File: config.mk
export PLATFORM = sky130hd
export DESIGN_NAME = raster_timing
export DESIGN_NICKNAME = d
export VERILOG_FILES = /design/src/rtl/raster_timing.sv
export SDC_FILE = /design/constraint.sdc
export NUM_CORES = 1
export LEC_CHECK = 0
export ABC_AREA = 1
export CAP_MARGIN = 20
export CORE_AREA = 2 2 197 199
export DETAILED_ROUTE_END_ITERATION = 8
export DIE_AREA = 0 0 199 201
export DONT_BUFFER_PORTS = 1
export PLACE_DENSITY = 0.75
export SETUP_SLACK_MARGIN = 0.15
export SLEW_MARGIN = 25
export SYNTH_ARGS = -nofsm -noshare
export SYNTH_HDL_FRONTEND = slang
export SYNTH_SLANG_ARGS = --single-unit
File: constraint.sdc
create_clock -name clk -period 8.27 [get_ports clk]
set_clock_uncertainty 0.15 [all_clocks]
set_input_delay 2.481 -clock clk [delete_from_list [all_inputs] [get_ports clk]]
set_output_delay 2.481 -clock clk [all_outputs]
set_load 0.01 [all_outputs]
File: src/rtl/raster_timing.sv
module raster_timing #(
  parameter int CW       = 10,
  parameter int AW       = 24,
  parameter int HSYNC_W  = 2,
  parameter int VSYNC_W  = 1,
  parameter int DEF_HTOT = 858,
  parameter int DEF_VTOT = 262
) (
  input  logic          clk,
  input  logic          rst_n,
  input  logic          wr_en,
  input  logic [3:0]    wr_idx,
  input  logic [31:0]   wr_data,
  output logic          hsync,
  output logic          vsync,
  output logic          blank,
  output logic          border_active,
  output logic          window_active,
  output logic [AW-1:0] fetch_addr,
  output logic [23:0]   border_rgb,
  output logic          retrace_irq
);
  localparam int NREG   = 12;
  localparam int BW     = CW + 4;
  localparam int R_TOT  = 0, R_HB = 1, R_VB = 2, R_SIZE = 3, R_HST = 4, R_VST = 5;
  localparam int R_BL   = 6, R_BS = 7, R_CFG = 8, R_MODE = 9, R_SYNC = 10, R_COL = 11;
  localparam logic [31:0]   TOT_RST = (32'(DEF_VTOT) << 16) | 32'(DEF_HTOT);
  localparam logic [CW-1:0] HSW = CW'(HSYNC_W);
  localparam logic [CW-1:0] VSW = CW'(VSYNC_W);

  logic [31:0]   shd [NREG];
  logic [31:0]   act [NREG];
  logic [CW-1:0] hcnt, vcnt, src_cnt;
  logic [BW-1:0] bcnt;
  logic [AW-1:0] line_base;
  logic          fld, vwin, rep, phase, ce_ph, irq_q;

  logic [CW-1:0] htot, vtot, hb_on, hb_off, vb_on, vb_off;
  logic [CW-1:0] win_w_m1, win_h_m1, modulo, hst, vst, vnext;
  logic [BW-1:0] wbytes;
  logic [AW-1:0] step;
  logic [2:0]    bytes;
  logic          pix_dbl, force_blank, disp_en, scan_dbl, full_rate, vid_en;
  logic          ce, h_end, v_end, en, in_box, adv;
  logic          unused_bits;

  assign htot     = act[R_TOT][CW-1:0];
  assign vtot     = act[R_TOT][16 +: CW];
  assign hb_on    = act[R_HB][16 +: CW];
  assign hb_off   = act[R_HB][CW-1:0];
  assign vb_on    = act[R_VB][16 +: CW];
  assign vb_off   = act[R_VB][CW-1:0];
  assign win_w_m1 = act[R_SIZE][CW-1:0];
  assign win_h_m1 = act[R_SIZE][10 +: CW];
  assign modulo   = act[R_SIZE][20 +: CW];
  assign hst      = act[R_HST][CW-1:0];
  assign vst      = fld ? act[R_VST][CW-1:0] : act[R_VST][16 +: CW];
  assign pix_dbl     = act[R_CFG][0];
  assign force_blank = act[R_CFG][3];
  assign disp_en     = act[R_MODE][0];
  assign scan_dbl    = act[R_MODE][1];
  assign full_rate   = act[R_MODE][23];
  assign vid_en      = act[R_SYNC][8];
  assign bytes       = {1'b0, act[R_MODE][3:2]} + 3'd1;

  assign unused_bits = ^{act[0], act[1], act[2], act[3], act[4], act[5],
                         act[6], act[7], act[8], act[9], act[10], act[11]};

  assign ce     = full_rate | ce_ph;
  assign h_end  = (hcnt == htot - CW'(1));
  assign v_end  = (vcnt == vtot - CW'(1));
  assign vnext  = vcnt + CW'(1);
  assign wbytes = (BW'(win_w_m1) + BW'(1)) << 2;
  assign step   = AW'(win_w_m1) + AW'(modulo);
  assign en     = disp_en & vid_en;
  assign in_box = (hcnt >= hb_on) && (hcnt < hb_off) && (vcnt >= vb_on) && (vcnt < vb_off);

  assign window_active = en && !force_blank && vwin && (hcnt >= hst) && (bcnt < wbytes);
  assign border_active = en && in_box && !window_active;
  assign blank         = !(window_active || border_active);
  assign hsync         = hcnt < HSW;
  assign vsync         = vcnt < VSW;
  assign fetch_addr    = line_base + AW'(bcnt[BW-1:2]);
  assign border_rgb    = border_active ? act[R_COL][23:0] : 24'h0;
  assign retrace_irq   = irq_q;
  assign adv           = window_active && (!pix_dbl || phase);

  always_ff @(posedge clk or negedge rst_n) begin
    if (!rst_n) begin
      for (int i = 0; i < NREG; i++) begin
        shd[i] <= (i == R_TOT) ? TOT_RST : 32'h0;
        act[i] <= (i == R_TOT) ? TOT_RST : 32'h0;
      end
      hcnt      <= '0;
      vcnt      <= '0;
      src_cnt   <= '0;
      bcnt      <= '0;
      line_base <= '0;
      fld       <= 1'b0;
      vwin      <= 1'b0;
      rep       <= 1'b0;
      phase     <= 1'b0;
      ce_ph     <= 1'b0;
      irq_q     <= 1'b0;
    end else begin
      ce_ph <= full_rate ? 1'b0 : ~ce_ph;
      irq_q <= ce && h_end && v_end;
      if (wr_en && wr_idx < 4'(NREG))
        shd[wr_idx] <= wr_data;
      if (ce) begin
        if (h_end) begin
          hcnt  <= '0;
          bcnt  <= '0;
          phase <= 1'b0;
          if (v_end) begin
            vcnt    <= '0;
            vwin    <= 1'b0;
            rep     <= 1'b0;
            src_cnt <= '0;
            for (int i = 0; i < NREG; i++)
              act[i] <= shd[i];
            fld       <= shd[R_SYNC][4] ? ~fld : 1'b0;
            line_base <= (shd[R_SYNC][4] && !fld) ? shd[R_BS][AW-1:0] : shd[R_BL][AW-1:0];
          end else begin
            vcnt <= vnext;
            if (vwin) begin
              if (scan_dbl && !rep) begin
                rep <= 1'b1;
              end else begin
                rep       <= 1'b0;
                line_base <= line_base + step;
                src_cnt   <= src_cnt + CW'(1);
                if (src_cnt == win_h_m1)
                  vwin <= 1'b0;
              end
            end else if (vnext == vst) begin
              vwin <= 1'b1;
            end
          end
        end else begin
          hcnt <= hcnt + CW'(1);
          if (window_active)
            phase <= ~phase;
          if (adv)
            bcnt <= bcnt + BW'(bytes);
        end
      end
    end
  end
endmodule

After elaboration in Yosys (flattened, before gate mapping). Cells that the tools add are included.

Equality and inequality tests: 5. Add/sub/neg operators: 11. Bitwise logic cells: 6. Reductions and logical operators: 33. Order comparisons: 11. Mux-type cells: 28.

Operator list (number): bitwise mux 384 bit (1); demux 32 bit (select 4 bit) (1); two-way mux 24 bit (5); two-way mux 10 bit (6); equality test 10 bit (4); two-way mux 32 bit (1); adder 10 x 1 -> 10 bit, second input constant (3); >= comparator 10 bit (3); two-way mux 14 bit (2); adder 24 x 11 -> 24 bit (1); adder 24 x 12 -> 24 bit (1); < comparator 10 bit (2); subtractor 10 x 1 -> 10 bit, second input constant (2); logical AND 1 bit (16); adder 14 x 3 -> 14 bit (1); < comparator 14 x 13 -> 1 bit (1); two-way mux 1 bit (12); adder 10 x 1 -> 11 bit, second input constant (1); adder 10 x 10 -> 11 bit (1); < comparator 10 x 1 -> 1 bit, second input constant (1); < comparator 10 x 2 -> 1 bit, second input constant (1); zero test 1 bit (6); AND reduction 2 bit (3); AND reduction 3 bit (2); 12 further kinds (17).

Bits in registers: 663.

Logic depth before layout (Yosys ltp).
Depth after elaboration: 9. Depth in mapped cells: 20. Mapped depth without buffers: 20.

Worst setup path after synthesis. Ideal clock, no wire load.

Kind: reg2out. Start point: register act[258] (netlist bit). End point: output port border_active. Cell stages (with the launch flop): 16. Slack: 2.936 ns. Arrival: 2.703 ns. Path buffers: 1. Cells stage by stage: dfrtp_1 > nand2_1 > nor3_1 > and3_1 > nand3_1 > xor2_1 > ha_1 > a21oi_1 > nor2_1 > nor3_1 > nand2_1 > a21oi_1 > nand3_1 > nand4_1 > clkbuf_1 > inv_1.

Word-level cells in the longest chain between the ends: 5.

Ends and longest elaborated chain: start, declared (line 32) `logic [31:0] act [NREG];`; start signal, assigned by index (line 92) `act[i] <= (i == R_TOT) ? TOT_RST : 32'h0;`; start signal, assigned by index (line 121) `act[i] <= shd[i];`; adder 10 x 1 -> 11 bit (line 73) `assign wbytes = (BW'(win_w_m1) + BW'(1)) << 2;`; < comparator 14 x 13 -> 1 bit (line 78) `assign window_active = en && !force_blank && vwin && (hcnt >= hst) && (bcnt < wbytes);`; logical AND 1 bit (line 78); zero test 1 bit (line 79) `assign border_active = en && in_box && !window_active;`; logical AND 1 bit (line 79); end, declared (line 17) `output logic border_active,`.

No other way between the ends.

Worst setup path in the final report.
Start point: register act[258] (netlist bit). End point: output port border_rgb[22].

Word-level cells in the longest chain between the ends: 6.

Ends and longest elaborated chain: adder 10 x 1 -> 11 bit (line 73); < comparator 14 x 13 -> 1 bit (line 78); logical AND 1 bit (line 78); zero test 1 bit (line 79); logical AND 1 bit (line 79); two-way mux 24 bit (line 84) `assign border_rgb = border_active ? act[R_COL][23:0] : 24'h0;`; end, declared (line 20) `output logic [23:0] border_rgb,`.

No other way between the ends.

==> run metrics <==
Critical Path Start Type=flop; Worst Path Required=5.64 ns; Sink Count=427; Power per Cell Area=205 mW/mm^2; min Tclk post-route=6.69 ns; # IOs=93; Synth area leaders=dfrtp_1 (46%), nand2_1 (18%), o21ai_0 (5.1%), ha_1 (5.0%), inv_1 (4.4%); H-tree depth=2; CTS buffer count=46; Clk pin slew, worst setup/hold paths=0.06 ns; DR top layer=met4; Setup Fix Bufs, Post-CTS=0; Min-Delay Path Class=flop to flop; Nets=2920; Synth-to-Final Area Change=8.64%; met2 WL=26500 um; Worst VDD drop=0.000180 V; initial antenna violation count=2; Static Leak=12.9 nW; layout cell share with drive strength beyond 1=0.0596; RSZ-0062 raised after global routing=no; max cap viols=0; commonest non-fill, non-tap cell in the layout=nand2_1; critical path fanouts, max=20; sequential share of the synthesized area=0.479; post-route clock period utilization=0.809; Final ANT Viol Nets=0; violated checks=slew limit; top cell type's share of synthesized area=0.457; chip width=199 um; DRC viols=0; DR iter-0 viols=1597; WL met1=25700 um; WP data arrival=4.06 ns; Avg Inst Size Synth=7.92 um^2; net count after synthesis=2968; clock root buffer=clkbuf_16; CTS resizes=0; Syn Inst Count=2827; final wirelength=57000 um; CTS Buffer Depth=3; RD Place Congestion=0.932; die area=0.0400 mm^2; # rows=72; crit path kind=flop to primary output; post-DR wirelength/cell=17.1 um; CP Buf/Inv Count=1; Least-Margin Pin Slew=1.88 ns; fin. max-slew vios=229; Fmax=149 MHz; # setup viols final=0; synthesized area=0.0224 mm^2; gr ovfl total=0; drt via density=5.51; Core ar.=0.0381 mm^2; vias in the first global route=17726; area leader, netlist=dfrtp_1; CTS tree=built; metal3 WL=3460 um; CP max-delay cell=nand4_1; total negative slack=0 ns; DP HPWL=36900 um; CP top delay family=simple AND/OR/NAND/NOR gates; via count=18379; Max-slew headroom=-0.256; most frequent cells in the layout=nand2_1 (1083), dfrtp_1 (409), inv_1 (261); Hold Vio Cnt, Final=0; crit-path cells=nand2_1, nor3_1, and3_1, nand3_1, xor2_1, ha_1, nand2_1, nor4_1, a21oi_1, nand3_1, nand4_1, buf_6, nor2_1; Post-DP Area=0.0226 mm^2; Synth Register Bits=427; Synth Warn #=0; Synth cell types=41; starting density of the core=0.587; first-pass GRT wire length=92600 um; clk_lat worst skew=0.60 ns; Detailed Routing Iterations Pass 1=6; fin area=0.0243 mm^2; status=finished with violations; CP peak stage delay=0.50 ns; Total GRT Usage=0.294; Die Height=201 um; Crit. End Element=primary output; largest net degree at the start of global routing=428; Hold-fix buffers, CTS=0; port bufs=0
## path summary, 6_finish.rpt
check                           startpoint              to  slack, ns  cells after the start
worst max-delay path              act[258]  border_rgb[22]       1.58                     13
worst min-delay path              shd[353]        act[353]       0.30                      2
worst max register to register    act[369]          act[5]       3.77                     19
worst min register to register    shd[353]        act[353]       0.30                      2
max in group asynchronous            rst_n        act[368]       5.04                      0
min in group asynchronous            rst_n         hcnt[3]       1.45                      0
## area by class of cell
class / instances / area [um^2]
flip-flops and latches: 427 / 10700
diodes: 1 / 2.50
clock buffers: 58 / 1240
well taps: 518 / 648
fillers: 3236 / 13800
inverters: 268 / 1010
repair buffers: 11 / 98.8
clock inverters: 28 / 452
multi-input cells: 2025 / 10200
## cells by family after synthesis
group	share of synthesized area
xor+xnor	0.0325
fa+ha+maj	0.0614
compound gates	0.0745
flops	0.479
simple gates	0.272
buf+inv	0.0687
mux	0.0121
## metal layers
metal  vias to the layer above  GRT usage
li1                       8861          -
met1                      8909      0.417
met2                       512      0.469
met3                        97     0.0492
met4                         0     0.0824
met5                         -          0
## cell usage after synthesis
cell,count
a21o_1,3
nand3_2,2
inv_1,261
nor4_1,8
o211ai_1,6
xor2_1,64
dfstp_2,18
and2_1,1
clkinv_2,1
a31oi_1,1
a211oi_1,3
buf_1,3
nor3b_1,2
buf_6,11
clkbuf_1,64
clkinv_1,1
nand4_2,1
buf_4,4
ha_1,89
buf_2,25
and3_1,2
xnor2_1,19
nor3_1,16
nand4_1,40
nor2_2,7
nor2_1,160
dfrtp_1,409
mux2_2,24
inv_2,5
fa_1,13
o21a_1,4
nand3b_1,16
or2_2,3
nand3_1,135
o21ai_1,5
o21ai_0,227
nor2_4,6
nand2_2,5
nand2_1,1086
a21oi_1,76
nand2_4,1
## where the power goes
part           internal, W  switching (W)  total [W]  leakage [nW]
Clock              0.00139       0.000892    0.00228         0.814
Combinational     0.000124       0.000165   0.000289          6.43
Sequential         0.00230       0.000105    0.00241          5.60
Total              0.00381        0.00116    0.00497          12.9
## through the flow
stage,util,cells,hold slack [ns],total power (W),setup slack (ns)
floorplan,-,2827,0.292,0.00263,2.94
detailed placement,0.593,3248,0.301,0.00272,1.82
CTS,0.637,3334,0.301,0.00500,1.17
global placement,0.593,3248,0.300,0.00270,1.98
finish,0.638,3336,0.300,0.00497,1.58
global route,0.638,3335,0.317,0.00517,1.21
## flip-flops by register name (all words and copies together) (netlist names)
signal       flops
shd            201
act            152
line_base       24
bcnt            14
hcnt            10
src_cnt         10
vcnt            10
ce_ph            1
fld              1
phase            1
rep              1
retrace_irq      1
vwin             1
## tightest hold or removal path: stages, from the launching register on
cell and delay, ns:
dfstp_2 0.37, nand2_1 0.06, nand2_1 0.05
(Power assumes the default switching activity.)
